**src/rtl/eag_pkg.sv**
```systemverilog
// Package: shared widths and the scale code encoding for the address generator.
// Assumes two's complement arithmetic on all datapath vectors.
package eag_pkg;
    localparam int unsigned EAG_ADDR_W  = 64;
    localparam int unsigned EAG_DISP_W  = 32;
    localparam int unsigned EAG_SCALE_W = 2;

    // Scale factor selected by the 2-bit code; the value is the shift amount.
    typedef enum logic [EAG_SCALE_W-1:0] {
        SCALE_X1 = 2'b00,
        SCALE_X2 = 2'b01,
        SCALE_X4 = 2'b10,
        SCALE_X8 = 2'b11
    } eag_scale_e;
endpackage

```
**src/rtl/eag_index_scaler.sv**
```systemverilog
// Module: gates the index term by its enable and multiplies it by 2^scale.
// Assumes the scale code is a plain shift amount (0..2^SCALE_W-1).
module eag_index_scaler #(
    parameter int unsigned ADDR_W  = 64,
    parameter int unsigned SCALE_W = 2
) (
    input  logic [ADDR_W-1:0]  index_val,
    input  logic               index_en,
    input  logic [SCALE_W-1:0] scale_code,
    output logic [ADDR_W-1:0]  index_term
);
    // Shift the enabled index left by the scale code; zero when disabled.
    always_comb begin
        if (index_en) begin
            index_term = index_val << scale_code;
        end else begin
            index_term = '0;
        end
    end
endmodule

```
**src/rtl/eag_sum.sv**
```systemverilog
// Module: sign-extends the displacement and adds it to the gated base and the
// scaled index term. Assumes wrap-around arithmetic modulo 2^ADDR_W.
module eag_sum #(
    parameter int unsigned ADDR_W = 64,
    parameter int unsigned DISP_W = 32
) (
    input  logic [DISP_W-1:0] disp,
    input  logic [ADDR_W-1:0] base_val,
    input  logic              base_en,
    input  logic [ADDR_W-1:0] index_term,
    output logic [ADDR_W-1:0] sum
);
    localparam int unsigned EXT_W = ADDR_W - DISP_W;

    logic [ADDR_W-1:0] disp_ext;
    logic [ADDR_W-1:0] base_term;

    // Replicate the displacement sign bit into the upper bits.
    always_comb begin
        disp_ext = {{EXT_W{disp[DISP_W-1]}}, disp};
    end

    // Drop the base when it is not part of the address form.
    always_comb begin
        base_term = base_en ? base_val : '0;
    end

    // Three-term wrap-around sum.
    always_comb begin
        sum = disp_ext + base_term + index_term;
    end
endmodule

```
**src/rtl/eag_result_stage.sv**
```systemverilog
// Module: presents the sum with its valid strobe and kind flags, either
// through a register (REG_OUT=1, one cycle latency) or combinationally.
// Assumes a synchronous active-low reset.
module eag_result_stage #(
    parameter int unsigned ADDR_W  = 64,
    parameter bit          REG_OUT = 1'b1
) (
    input  logic              clk,
    input  logic              rst_n,
    input  logic              in_valid,
    input  logic              in_addr_only,
    input  logic [ADDR_W-1:0] in_sum,
    output logic              out_valid,
    output logic [ADDR_W-1:0] out_addr,
    output logic              out_is_data,
    output logic              out_mem_req
);
    logic next_is_data;
    logic next_mem_req;

    // Classify the request as a data result or a memory address.
    always_comb begin
        next_is_data = in_valid & in_addr_only;
        next_mem_req = in_valid & ~in_addr_only;
    end

    generate
        if (REG_OUT) begin : g_reg
            // Capture a new result on a request; hold the address otherwise.
            always_ff @(posedge clk) begin
                if (!rst_n) begin
                    out_valid   <= 1'b0;
                    out_addr    <= '0;
                    out_is_data <= 1'b0;
                    out_mem_req <= 1'b0;
                end else begin
                    out_valid   <= in_valid;
                    out_is_data <= next_is_data;
                    out_mem_req <= next_mem_req;
                    if (in_valid) begin
                        out_addr <= in_sum;
                    end
                end
            end
        end else begin : g_comb
            // Pass the result straight through in the request cycle.
            always_comb begin
                out_valid   = in_valid;
                out_addr    = in_sum;
                out_is_data = next_is_data;
                out_mem_req = next_mem_req;
            end
        end
    endgenerate
endmodule

```
**src/rtl/eff_addr_gen.sv**
```systemverilog
// Module: effective address generator top. Forms disp + base + index*scale
// with each register term optional, and flags the result as either data or a
// memory address. Assumes register values are already read.
module eff_addr_gen #(
    parameter int unsigned ADDR_W  = eag_pkg::EAG_ADDR_W,
    parameter int unsigned DISP_W  = eag_pkg::EAG_DISP_W,
    parameter int unsigned SCALE_W = eag_pkg::EAG_SCALE_W,
    parameter bit          REG_OUT = 1'b1
) (
    input  logic               clk,
    input  logic               rst_n,
    input  logic               req_valid,
    input  logic [DISP_W-1:0]  req_disp,
    input  logic [ADDR_W-1:0]  req_base,
    input  logic               req_base_en,
    input  logic [ADDR_W-1:0]  req_index,
    input  logic               req_index_en,
    input  logic [SCALE_W-1:0] req_scale,
    input  logic               req_addr_only,
    output logic               res_valid,
    output logic [ADDR_W-1:0]  res_addr,
    output logic               res_is_data,
    output logic               res_mem_req
);
    logic [ADDR_W-1:0] index_term;
    logic [ADDR_W-1:0] sum;

    eag_index_scaler #(.ADDR_W(ADDR_W), .SCALE_W(SCALE_W)) u_scaler (
        .index_val  (req_index),
        .index_en   (req_index_en),
        .scale_code (req_scale),
        .index_term (index_term)
    );

    eag_sum #(.ADDR_W(ADDR_W), .DISP_W(DISP_W)) u_sum (
        .disp       (req_disp),
        .base_val   (req_base),
        .base_en    (req_base_en),
        .index_term (index_term),
        .sum        (sum)
    );

    eag_result_stage #(.ADDR_W(ADDR_W), .REG_OUT(REG_OUT)) u_stage (
        .clk          (clk),
        .rst_n        (rst_n),
        .in_valid     (req_valid),
        .in_addr_only (req_addr_only),
        .in_sum       (sum),
        .out_valid    (res_valid),
        .out_addr     (res_addr),
        .out_is_data  (res_is_data),
        .out_mem_req  (res_mem_req)
    );
endmodule

```
**config.mk**
```make
export PLATFORM = sky130hd
export DESIGN_NAME = eff_addr_gen
export DESIGN_NICKNAME = d
export VERILOG_FILES = /design/src/rtl/eag_pkg.sv /design/src/rtl/eag_index_scaler.sv /design/src/rtl/eag_sum.sv /design/src/rtl/eag_result_stage.sv /design/src/rtl/eff_addr_gen.sv
export SDC_FILE = /design/constraint.sdc
export NUM_CORES = 1
export LEC_CHECK = 0
export BUFFER_PORTS_ARGS = -buffer_cell sky130_fd_sc_hd__buf_2
export CORE_ASPECT_RATIO = 1.75
export CORE_UTILIZATION = 50
export CTS_BUF_LIST = sky130_fd_sc_hd__clkbuf_4
export CTS_CLUSTER_DIAMETER = 120
export CTS_CLUSTER_SIZE = 14
export DETAILED_ROUTE_END_ITERATION = 6
export PLACE_DENSITY = 0.79
export SYNTH_ARGS = -nofsm -noshare
export SYNTH_HDL_FRONTEND = slang
export SYNTH_SLANG_ARGS = --single-unit
```
**constraint.sdc**
```tcl
create_clock -name clk -period 6 [get_ports clk]
set_input_delay 0.3 -clock clk [delete_from_list [all_inputs] [get_ports clk]]
set_output_delay 0.3 -clock clk [all_outputs]
set_load 0.005 [all_outputs]
```
==> run summary, run 1 <==
Async S/R FF share, synth: 0%
die boundary width: 107 um
via count of the first global-routing pass: 9538
Slew @ Worst Pin: 0.865 ns
Synth Net Count: 1411
number of detailed-routing iterations run before antenna repair: 5
hold-critical path depth: 4
min-delay worst type: primary input to flop
quantity of I/O buffers inserted on ports: 234
max-cap violations: 0
switching share of power: 46.4%
adder-cell area share of the yosys netlist: 21.1%
total count of max-transition violations in the final report: 0
share of total power in combinational logic: 64.9%
Vert. Die Dim: 187 um
routed vias: 9456
share of cells above drive strength 1: 25.1%
run status: completed
Critical Setup Path Class: primary input to flop
clock latency at the later pin of the worst-skew pair: 0.45 ns
Detailed Place HPWL: 25000 um
period utilisation layout: 77.9%
number of hold violations in the final report: 0
total negative setup slack: 0 ns
count of endpoints failing setup in the final report: 0
WL/cell: 19.4 um
largest net degree at the start of global routing: 44
cell chosen for the clock root: sky130_fd_sc_hd__clkbuf_4
RSZ-0062 raised after global routing: false
total wire length: 30200 um
fraction of power consumed by the clock network: 11.0%
number of warnings reported in the yosys synthesis log: 0
routability cong.: 0.923
cell internal pwr: 0.00127 W
Core Region: 19100 um^2
maximum clock skew at final layout: 0 ns
wire length of the first global-routing pass: 48000 um
worst voltage drop across the vdd grid: 100 uV
worst slew slack as a fraction of its limit: 40.9%
effective utilization at floorplan: 50.9%
Gates resized, CTS repair: 0
global-route usage over all layers: 30.7%
clock-pin transition on the worst setup and hold timing paths: 0.11 ns
fraction of synthesized area in multiplexers: 17.0%
power density of the placed cells: 213 nW/um^2
TritonCTS buffer count: 9
DRT iter0 DRCs: 463
IO Pins: 235
post-CTS setup repair buffer count: 0
net switching component of the power: 0.00110 W
worst reg-to-reg setup slack: 5.21 ns
number of flops mapped to enable cells by yosys: 0
static leakage power: 5.22 nW
number of nets still failing antenna checks after routing: 0
worst endpoint data arrival time: 5.00 ns
category of the worst setup path capture point: flop
sequential area share after synthesis: 13.8%
global route total overflow: 0
count of different cell masters after synthesis: 65
CTS Buffer Depth: 2
dominant combinational cell family by area after synthesis: simple AND/OR/NAND/NOR gates
synthesized area per cell: 8.71 um^2
sinks on the clock net: 67
total standard cell area after synthesis: 9730 um^2
simple-gate share of the synthesized area: 21.8%
synthesized instance count: 1117
Layout area overhead: 14.4%
total number of H-tree levels: 3
post-layout minimum cycle time: 4.67 ns
critical path launch point type: primary input
CP Max Fanout: 38
Overall Power: 0.00237 W
top achievable clock speed: 214 MHz
register share of total power: 24.1%
required time worst endpoint: 6.33 ns
xor-xnor portion of the synthesized cell area: 3.78%
initial antenna violation count: 6
Avg Vias per Cell: 6.09
number of nets at the end of the flow: 1599
ys flop type: sky130_fd_sc_hd__dfxtp_1
CTS tree: done
die area: 20000 um^2
area fraction in compound gates after synthesis: 18.3%
reg2reg path depth: 2
number of rows created at floorplan: 67
Yosys reg bits: 67
count of unresolved DRC violations after routing: 0
[state kept, by name, summed over array words and instances, names as in the netlist]
register and flops:
u_stage.out_valid 1, u_stage.out_mem_req 1, u_stage.out_is_data 1, u_stage.out_addr 64
[cell usage in the layout, fill, tap and decap left out, drive strengths merged, types with 7 or more instances in the layout]
cell type	instances
buf	243
and2	116
nand2	84
a21oi	83
nor2	80
dfxtp	67
fa	64
ha	62
mux4	57
o21ai	52
inv	41
mux2i	36
a21o	35
nand3	33
xnor2	27
nand4	21
nor3	17
and3	16
xor2	15
o21bai	14
o21a	13
a211oi	13
o211ai	10
clkbuf	10
nand3b	9
a31oi	8
nor2b	7
[power by group through the flow]
| stage | Sequential, W | Combinational (W) | Clock [W] |
|---|---|---|---|
| final | 0.000569 | 0.00154 | 0.000260 |
| after detailed placement | 0.000579 | 0.00151 | 0 |
| after global routing | 0.000577 | 0.00169 | 0.000282 |
| after CTS | 0.000569 | 0.00152 | 0.000270 |
| after floorplan | 0.000583 | 0.00105 | 0 |
| after global placement | 0.000578 | 0.00149 | 0 |
[per-stage QoR]
step                hold WS [ns]  worst slack (ns)  utilization [%]  area [um^2]  std cells
finish                     0.282              1.33             58.2        11100       1553
global route               0.302             0.898             58.2        11100       1551
CTS                        0.238              1.38             58.2        11100       1550
detailed placement         0.444             0.852             57.7        11000       1534
global placement           0.430             0.996             57.7        11000       1534
floorplan                  0.372              1.09                -         9730       1117
[cell families (layout without fill, tap and decap cells)]
kind of cell,after synthesis,after routing
and+or+nand+nor,407,407
AOI/OAI and AO/OA,273,273
adders and majority gates,126,126
buffers and inverters,108,300
muxes,94,94
DFF,67,67
xor gates and xnor gates,42,42
other,0,3
[worst paths after layout]
| kind | from | end |
|---|---|---|
| max | req_scale[0] | u_stage.out_addr[59]$_SDFFE_PN0P_ |
| min | req_disp[0] | u_stage.out_addr[0]$_SDFFE_PN0P_ |
| max reg2reg | u_stage.out_addr[40]$_SDFFE_PN0P_ | u_stage.out_addr[40]$_SDFFE_PN0P_ |
| min reg2reg | u_stage.out_addr[61]$_SDFFE_PN0P_ | u_stage.out_addr[61]$_SDFFE_PN0P_ |
[cells in the mapped netlist (13+ instances only)]
master	count	area share, %
sky130_fd_sc_hd__a211oi_1	13	1.0
sky130_fd_sc_hd__a21o_1	35	2.7
sky130_fd_sc_hd__a21oi_1	82	4.2
sky130_fd_sc_hd__and2_1	116	7.5
sky130_fd_sc_hd__and3_1	14	0.90
sky130_fd_sc_hd__clkbuf_1	56	2.2
sky130_fd_sc_hd__dfxtp_1	67	14
sky130_fd_sc_hd__fa_1	64	13
sky130_fd_sc_hd__ha_1	62	8.0
sky130_fd_sc_hd__inv_1	41	1.6
sky130_fd_sc_hd__mux2i_1	36	3.7
sky130_fd_sc_hd__mux4_2	57	13
sky130_fd_sc_hd__nand2_1	84	3.2
sky130_fd_sc_hd__nand3_1	33	1.7
sky130_fd_sc_hd__nand4_1	21	1.4
sky130_fd_sc_hd__nor2_1	80	3.1
sky130_fd_sc_hd__nor3_1	16	0.82
sky130_fd_sc_hd__o21a_1	13	1.0
sky130_fd_sc_hd__o21ai_0	52	2.7
sky130_fd_sc_hd__o21bai_1	13	1.0
sky130_fd_sc_hd__xnor2_1	27	2.4
sky130_fd_sc_hd__xor2_1	15	1.4
[area by class of cell]
| class | count | area (um^2) |
|---|---|---|
| Tap cell | 241 | 302 |
| Clock buffer | 10 | 75.1 |
| Multi-Input combinational cell | 942 | 7980 |
| Timing Repair Buffer | 244 | 1250 |
| Inverter | 41 | 154 |
| Clock inverter | 5 | 21.3 |
| Sequential cell | 67 | 1340 |
| Fill cell | 1774 | 7980 |
| Antenna cell | 3 | 7.51 |
[critical path, stage by stage]
cell and delay [ns]:
sky130_fd_sc_hd__buf_4 0.52, sky130_fd_sc_hd__buf_4 0.53, sky130_fd_sc_hd__mux4_2 0.55, sky130_fd_sc_hd__and2_1 0.18, sky130_fd_sc_hd__fa_1 0.50, sky130_fd_sc_hd__ha_1 0.40
sky130_fd_sc_hd__nand2_1 0.11, sky130_fd_sc_hd__o21ai_0 0.34, sky130_fd_sc_hd__nor2b_1 0.10, sky130_fd_sc_hd__o211a_1 0.17, sky130_fd_sc_hd__a21oi_1 0.26, sky130_fd_sc_hd__nor2_1 0.17
sky130_fd_sc_hd__o31ai_1 0.49, sky130_fd_sc_hd__mux2i_1 0.25, sky130_fd_sc_hd__a21oi_1 0.09
[per-layer routing]
| metal | up-vias | share of wire (%) | GRT usage (%) |
|---|---|---|---|
| li1 | 4441 | - | - |
| met1 | 4520 | 36 | 32.8 |
| met2 | 375 | 53 | 55.6 |
| met3 | 112 | 4.9 | 3.35 |
| met4 | 8 | 6.1 | 20.4 |
| met5 | - | 0.15 | 0 |
[timing repair]
item,CTS,global route
hold buffers,1,0
setup endpoints to repair,0,0
hold endpoints to repair,1,0
Note: power is estimated with default switching activity, not from simulation.
==> run 2, diff against run 1 <==
--- a/config.mk
+++ b/config.mk
@@ -5,6 +5,7 @@
 export SDC_FILE = /design/constraint.sdc
 export NUM_CORES = 1
 export LEC_CHECK = 0
+export ABC_AREA = 1
 export BUFFER_PORTS_ARGS = -buffer_cell sky130_fd_sc_hd__buf_2
 export CORE_ASPECT_RATIO = 1.75
 export CORE_UTILIZATION = 50
@@ -12,7 +13,7 @@
 export CTS_CLUSTER_DIAMETER = 120
 export CTS_CLUSTER_SIZE = 14
 export DETAILED_ROUTE_END_ITERATION = 6
-export PLACE_DENSITY = 0.79
+export PLACE_DENSITY = 0.81
 export SYNTH_ARGS = -nofsm -noshare
 export SYNTH_HDL_FRONTEND = slang
 export SYNTH_SLANG_ARGS = --single-unit
==> constraint.sdc (replaced) <==
create_clock -name clk -period 3.9 [get_ports clk]
set_input_delay 0.195 -clock clk [delete_from_list [all_inputs] [get_ports clk]]
set_output_delay 0.195 -clock clk [all_outputs]
set_load 0.005 [all_outputs]
==> run 2 against run 1 <==
  * Via count up 34%
  * Global-route usage up 8.9 points
  * Non-clock buffer count up 13
  * Largest power group unchanged
  * Total power up 76%
  * Count of clock-buffer cells in the layout down 1
  * Synthesized cell count up 73%
  * Final cell count up 58%
  * Critical path type unchanged
  * Utilization up 0.79 points
  * Critical endpoint is now u_stage.out_addr[25]$_SDFFE_PN0P_
  * Sequential share of layout area down 1.6 points
==> run summary, run 2 <==
run status: completed (unchanged)
Vert. Die Dim: 199 um (was 187 um)
Post-Layout Inst Area: 12800 um^2 (was 11100 um^2)
share of total power in combinational logic: 70.2% (was 64.9%)
count of unresolved DRC violations after routing: 0 (unchanged)
total count of max-transition violations in the final report: 0 (unchanged)
Slew @ Worst Pin: 0.844 ns (was 0.865 ns)
Async S/R FF share, synth: 0% (unchanged)
Avg Vias per Cell: 5.16 (was 6.09)
routability cong.: 1.03 (was 0.923)
most common cell after layout, fill and taps aside: sky130_fd_sc_hd__nand2_1 (was sky130_fd_sc_hd__buf_2)
wire length of the first global-routing pass: 66600 um (was 48000 um)
total negative setup slack: 0 ns (unchanged)
sequential area share after synthesis: 12.1% (was 13.8%)
Core Region: 21700 um^2 (was 19100 um^2)
max-cap violations: 0 (unchanged)
period utilisation layout: 95.7%
most repeated cell in the gate-level netlist after synthesis: sky130_fd_sc_hd__nand2_1 (was sky130_fd_sc_hd__and2_1)
hold-critical path depth: 2 (was 4)
biggest area consumer among synthesized cells: sky130_fd_sc_hd__nand2_1 (was sky130_fd_sc_hd__dfxtp_1)
launch instance of the worst min-delay path: req_valid (was req_disp[0])
Layout area overhead: 15.2% (was 14.4%)
portion of synthesized cell area occupied by the leading cell type: 22.5% (was 13.8%)
WL/cell: 17.8 um (was 19.4 um)
routed vias: 12637 (was 9456)
top achievable clock speed: 268 MHz
top register by number of flip-flops: u_stage.out_addr (unchanged)
number of nets at the end of the flow: 2447 (was 1599)
antenna fix cells: 0 (was 3)
count of endpoints failing setup in the final report: 0 (unchanged)
sinks on the clock net: 67 (unchanged)
ranking of synthesized cells by area: sky130_fd_sc_hd__nand2_1 23%, sky130_fd_sc_hd__inv_1 15%, sky130_fd_sc_hd__dfxtp_1 12%, sky130_fd_sc_hd__fa_1 12%, sky130_fd_sc_hd__ha_1 7.0% (was sky130_fd_sc_hd__dfxtp_1 14%, sky130_fd_sc_hd__mux4_2 13%, sky130_fd_sc_hd__fa_1 13%, sky130_fd_sc_hd__ha_1 8.0%, sky130_fd_sc_hd__and2_1 7.5%)
required time worst endpoint: 4.23 ns (was 6.33 ns)
category of the worst setup path capture point: flop (unchanged)
critical path launch point type: primary input (unchanged)
worst reg-to-reg setup slack: 3.12 ns (was 5.21 ns)
post-CTS setup repair buffer count: 0 (unchanged)
Yosys reg bits: 67 (unchanged)
RSZ-0062 raised after global routing: false (unchanged)
max FFs per register: 64 (unchanged)
ys flop type: sky130_fd_sc_hd__dfxtp_1 (unchanged)
total wire length: 43700 um (was 30200 um)
power density of the placed cells: 326 nW/um^2 (was 213 nW/um^2)
via count of the first global-routing pass: 13201 (was 9538)
TritonCTS buffer count: 9 (unchanged)
Critical Setup Path Class: primary input to flop (unchanged)
total standard cell area after synthesis: 11100 um^2 (was 9730 um^2)
Synth Net Count: 2226 (was 1411)
CP Max Fanout: 11 (was 38)
Placement Setup Slack: 0.0139 ns (was 0.852 ns)
IO Pins: 235 (unchanged)
worst voltage drop across the vdd grid: 242 uV (was 100 uV)
maximum clock skew at final layout: 0 ns (unchanged)
number of flops mapped to enable cells by yosys: 0 (unchanged)
WHS Endpoint: u_stage.out_addr[0]$_SDFFE_PN0P_ (unchanged)
min-delay worst type: primary input to flop (unchanged)
share of cells above drive strength 1: 14.6% (was 25.1%)
count of different cell masters after synthesis: 34 (was 65)
fraction of power consumed by the clock network: 9.5% (was 11.0%)
cell internal pwr: 0.00186 W (was 0.00127 W)
post-layout minimum cycle time: 3.73 ns
kind of cell with the highest combined delay on the critical path: simple AND/OR/NAND/NOR gates (was compound AO/OA/AOI/OAI gates)
FILL cells: 2350 (was 1774)
global route total overflow: 0 (unchanged)
synthesized instance count: 1932 (was 1117)
final hold slack: 0.146 ns (was 0.282 ns)
worst r2r dst: u_stage.out_addr[33]$_SDFFE_PN0P_ (was u_stage.out_addr[40]$_SDFFE_PN0P_)
register share of total power: 20.3% (was 24.1%)
global-route usage over all layers: 39.6% (was 30.7%)
die area: 22800 um^2 (was 20000 um^2)
total number of H-tree levels: 3 (unchanged)
reg2reg path depth: 4 (was 2)
synthesized area per cell: 5.75 um^2 (was 8.71 um^2)
clock latency at the later pin of the worst-skew pair: 0.42 ns (was 0.45 ns)
most used cell along the critical path: sky130_fd_sc_hd__nand2_1
clock-pin transition on the worst setup and hold timing paths: 0.12 ns (was 0.11 ns)
switching share of power: 55.3% (was 46.4%)
worst slew slack as a fraction of its limit: 43.4% (was 40.9%)
CTS tree: done (unchanged)
highest-count cells in the layout ignoring fill and taps: 666 x sky130_fd_sc_hd__nand2_1, 440 x sky130_fd_sc_hd__inv_1, 233 x sky130_fd_sc_hd__buf_2 (was 233 x sky130_fd_sc_hd__buf_2, 116 x sky130_fd_sc_hd__and2_1, 84 x sky130_fd_sc_hd__nand2_1)
largest net degree at the start of global routing: 65 (was 44)
worst reg2reg startpoint: u_stage.out_addr[33]$_SDFFE_PN0P_ (was u_stage.out_addr[40]$_SDFFE_PN0P_)
Detailed Place HPWL: 37100 um (was 25000 um)
net switching component of the power: 0.00230 W (was 0.00110 W)
number of nets still failing antenna checks after routing: 0 (unchanged)
initial antenna violation count: 1 (was 6)
cell chosen for the clock root: sky130_fd_sc_hd__clkbuf_4 (unchanged)
DRT iter0 DRCs: 592 (was 463)
CTS Buffer Depth: 2 (unchanged)
CP Buf/Inv Count: 5 (was 2)
number of rows created at floorplan: 71 (was 67)
worst setup margin: 0.166 ns (was 1.33 ns)
top cells by count, synth: 667 x sky130_fd_sc_hd__nand2_1, 440 x sky130_fd_sc_hd__inv_1, 173 x sky130_fd_sc_hd__nor2_1, 88 x sky130_fd_sc_hd__nand3_1, 67 x sky130_fd_sc_hd__dfxtp_1 (was 116 x sky130_fd_sc_hd__and2_1, 84 x sky130_fd_sc_hd__nand2_1, 82 x sky130_fd_sc_hd__a21oi_1, 80 x sky130_fd_sc_hd__nor2_1, 67 x sky130_fd_sc_hd__dfxtp_1)
number of hold violations in the final report: 0 (unchanged)
effective utilization at floorplan: 51.2% (was 50.9%)
library cell contributing the largest single delay on the critical path: sky130_fd_sc_hd__fa_1 (was sky130_fd_sc_hd__mux4_2)
worst endpoint data arrival time: 4.06 ns (was 5.00 ns)
Placed Area: 12700 um^2 (was 11000 um^2)
number of warnings reported in the yosys synthesis log: 0 (unchanged)
die boundary width: 115 um (was 107 um)
quantity of I/O buffers inserted on ports: 234 (unchanged)
list of cells traversed by the critical path: buf_2 -> inv_1 -> or2_2 -> inv_1 -> nand2_1 -> fa_1 -> inv_1 -> ha_1 -> fa_1 -> nand3_1 -> nand3_1 -> nand2_1 -> nand2_1 -> nand2_1 -> nand3_2 -> xnor2_1 -> nand2_1 -> o211ai_1 -> inv_1 (was buf_4 -> buf_4 -> mux4_2 -> and2_1 -> fa_1 -> ha_1 -> nand2_1 -> o21ai_0 -> nor2b_1 -> o211a_1 -> a21oi_1 -> nor2_1 -> o31ai_1 -> mux2i_1 -> a21oi_1)
static leakage power: 8.15 nW (was 5.22 nW)
Largest stage delay, worst path: 0.59 ns (was 0.55 ns)
number of detailed-routing iterations run before antenna repair: 5 (unchanged)
[run 2: per-stage QoR]
stage	total power, W	instances	utilization (%)
after global placement	0.00368	2433	58.4
after detailed placement	0.00370	2433	58.4
after CTS	0.00410	2450	59.0
after global routing	0.00450	2450	59.0
final	0.00417	2450	59.0
after floorplan	0.00260	1932	-
[run 2: how the worst max path moves through the flow]
stage,from,to,slack (ns),cells past startpoint
floorplan,req_scale[1],u_stage.out_addr[33]$_SDFFE_PN0P_,0.86,19
global placement,req_index_en,u_stage.out_addr[25]$_SDFFE_PN0P_,0.05,17
detailed placement,req_scale[1],u_stage.out_addr[25]$_SDFFE_PN0P_,0.01,16
CTS,req_index_en,u_stage.out_addr[25]$_SDFFE_PN0P_,0.48,17
global route,req_index_en,u_stage.out_addr[25]$_SDFFE_PN0P_,0.02,19
finish,req_index_en,u_stage.out_addr[25]$_SDFFE_PN0P_,0.17,19
[run 2: worst reg2reg max path, stage by stage (launching register included)]
cell and delay, ns:
sky130_fd_sc_hd__dfxtp_1 0.38, sky130_fd_sc_hd__nor2_1 0.06, sky130_fd_sc_hd__nor2_1 0.11, sky130_fd_sc_hd__o21ai_0 0.12
sky130_fd_sc_hd__inv_1 0.07
[run 2: cell type report]
| type | instances | area, um^2 | area share [%] |
|---|---|---|---|
| multi-input cells | 1373 | 7900 | 61.7 |
| inverters | 445 | 1670 | 13.1 |
| flip-flops and latches | 67 | 1340 | 10.5 |
| clock inverters | 7 | 43.8 | 0.342 |
| clock buffers | 9 | 67.6 | 0.528 |
| well taps | 292 | 365 | 2.85 |
| repair buffers | 257 | 1410 | 11.0 |
[run 2: logic make-up after synthesis]
| family | count (synthesis) | synth area share [%] |
|---|---|---|
| compound gates | 175 | 8.82 |
| xor+xnor | 30 | 2.37 |
| fa+ha+maj | 126 | 18.5 |
| buf+inv | 492 | 16.9 |
| flops | 67 | 12.1 |
| mux | 59 | 5.32 |
| simple gates | 983 | 36.0 |
[run 2: layer usage]
layer  wire length [um]  global-route usage (%)  vias up
li1                   -                       -     6312
met1              13000                    30.2     5673
met2              23000                    75.9      405
met3               1830                    6.98      245
met4               5890                    46.1        2
met5                 12                       0        -
[run 2: power groups by stage]
stage               Sequential [W]  Clock [W]  Combinational [W]
finish                    0.000846   0.000395            0.00292
global route              0.000857   0.000426            0.00322
CTS                       0.000845   0.000399            0.00285
detailed placement        0.000859          0            0.00284
floorplan                 0.000861          0            0.00174
global placement          0.000859          0            0.00282
[run 2: repair_timing]
action / 4_1_cts / 5_1_grt
hold buffers: 1 / 0
resized for setup: 0 / 2
endpoints found under the hold margin: 2 / 0
endpoints found under the setup margin: 0 / 2
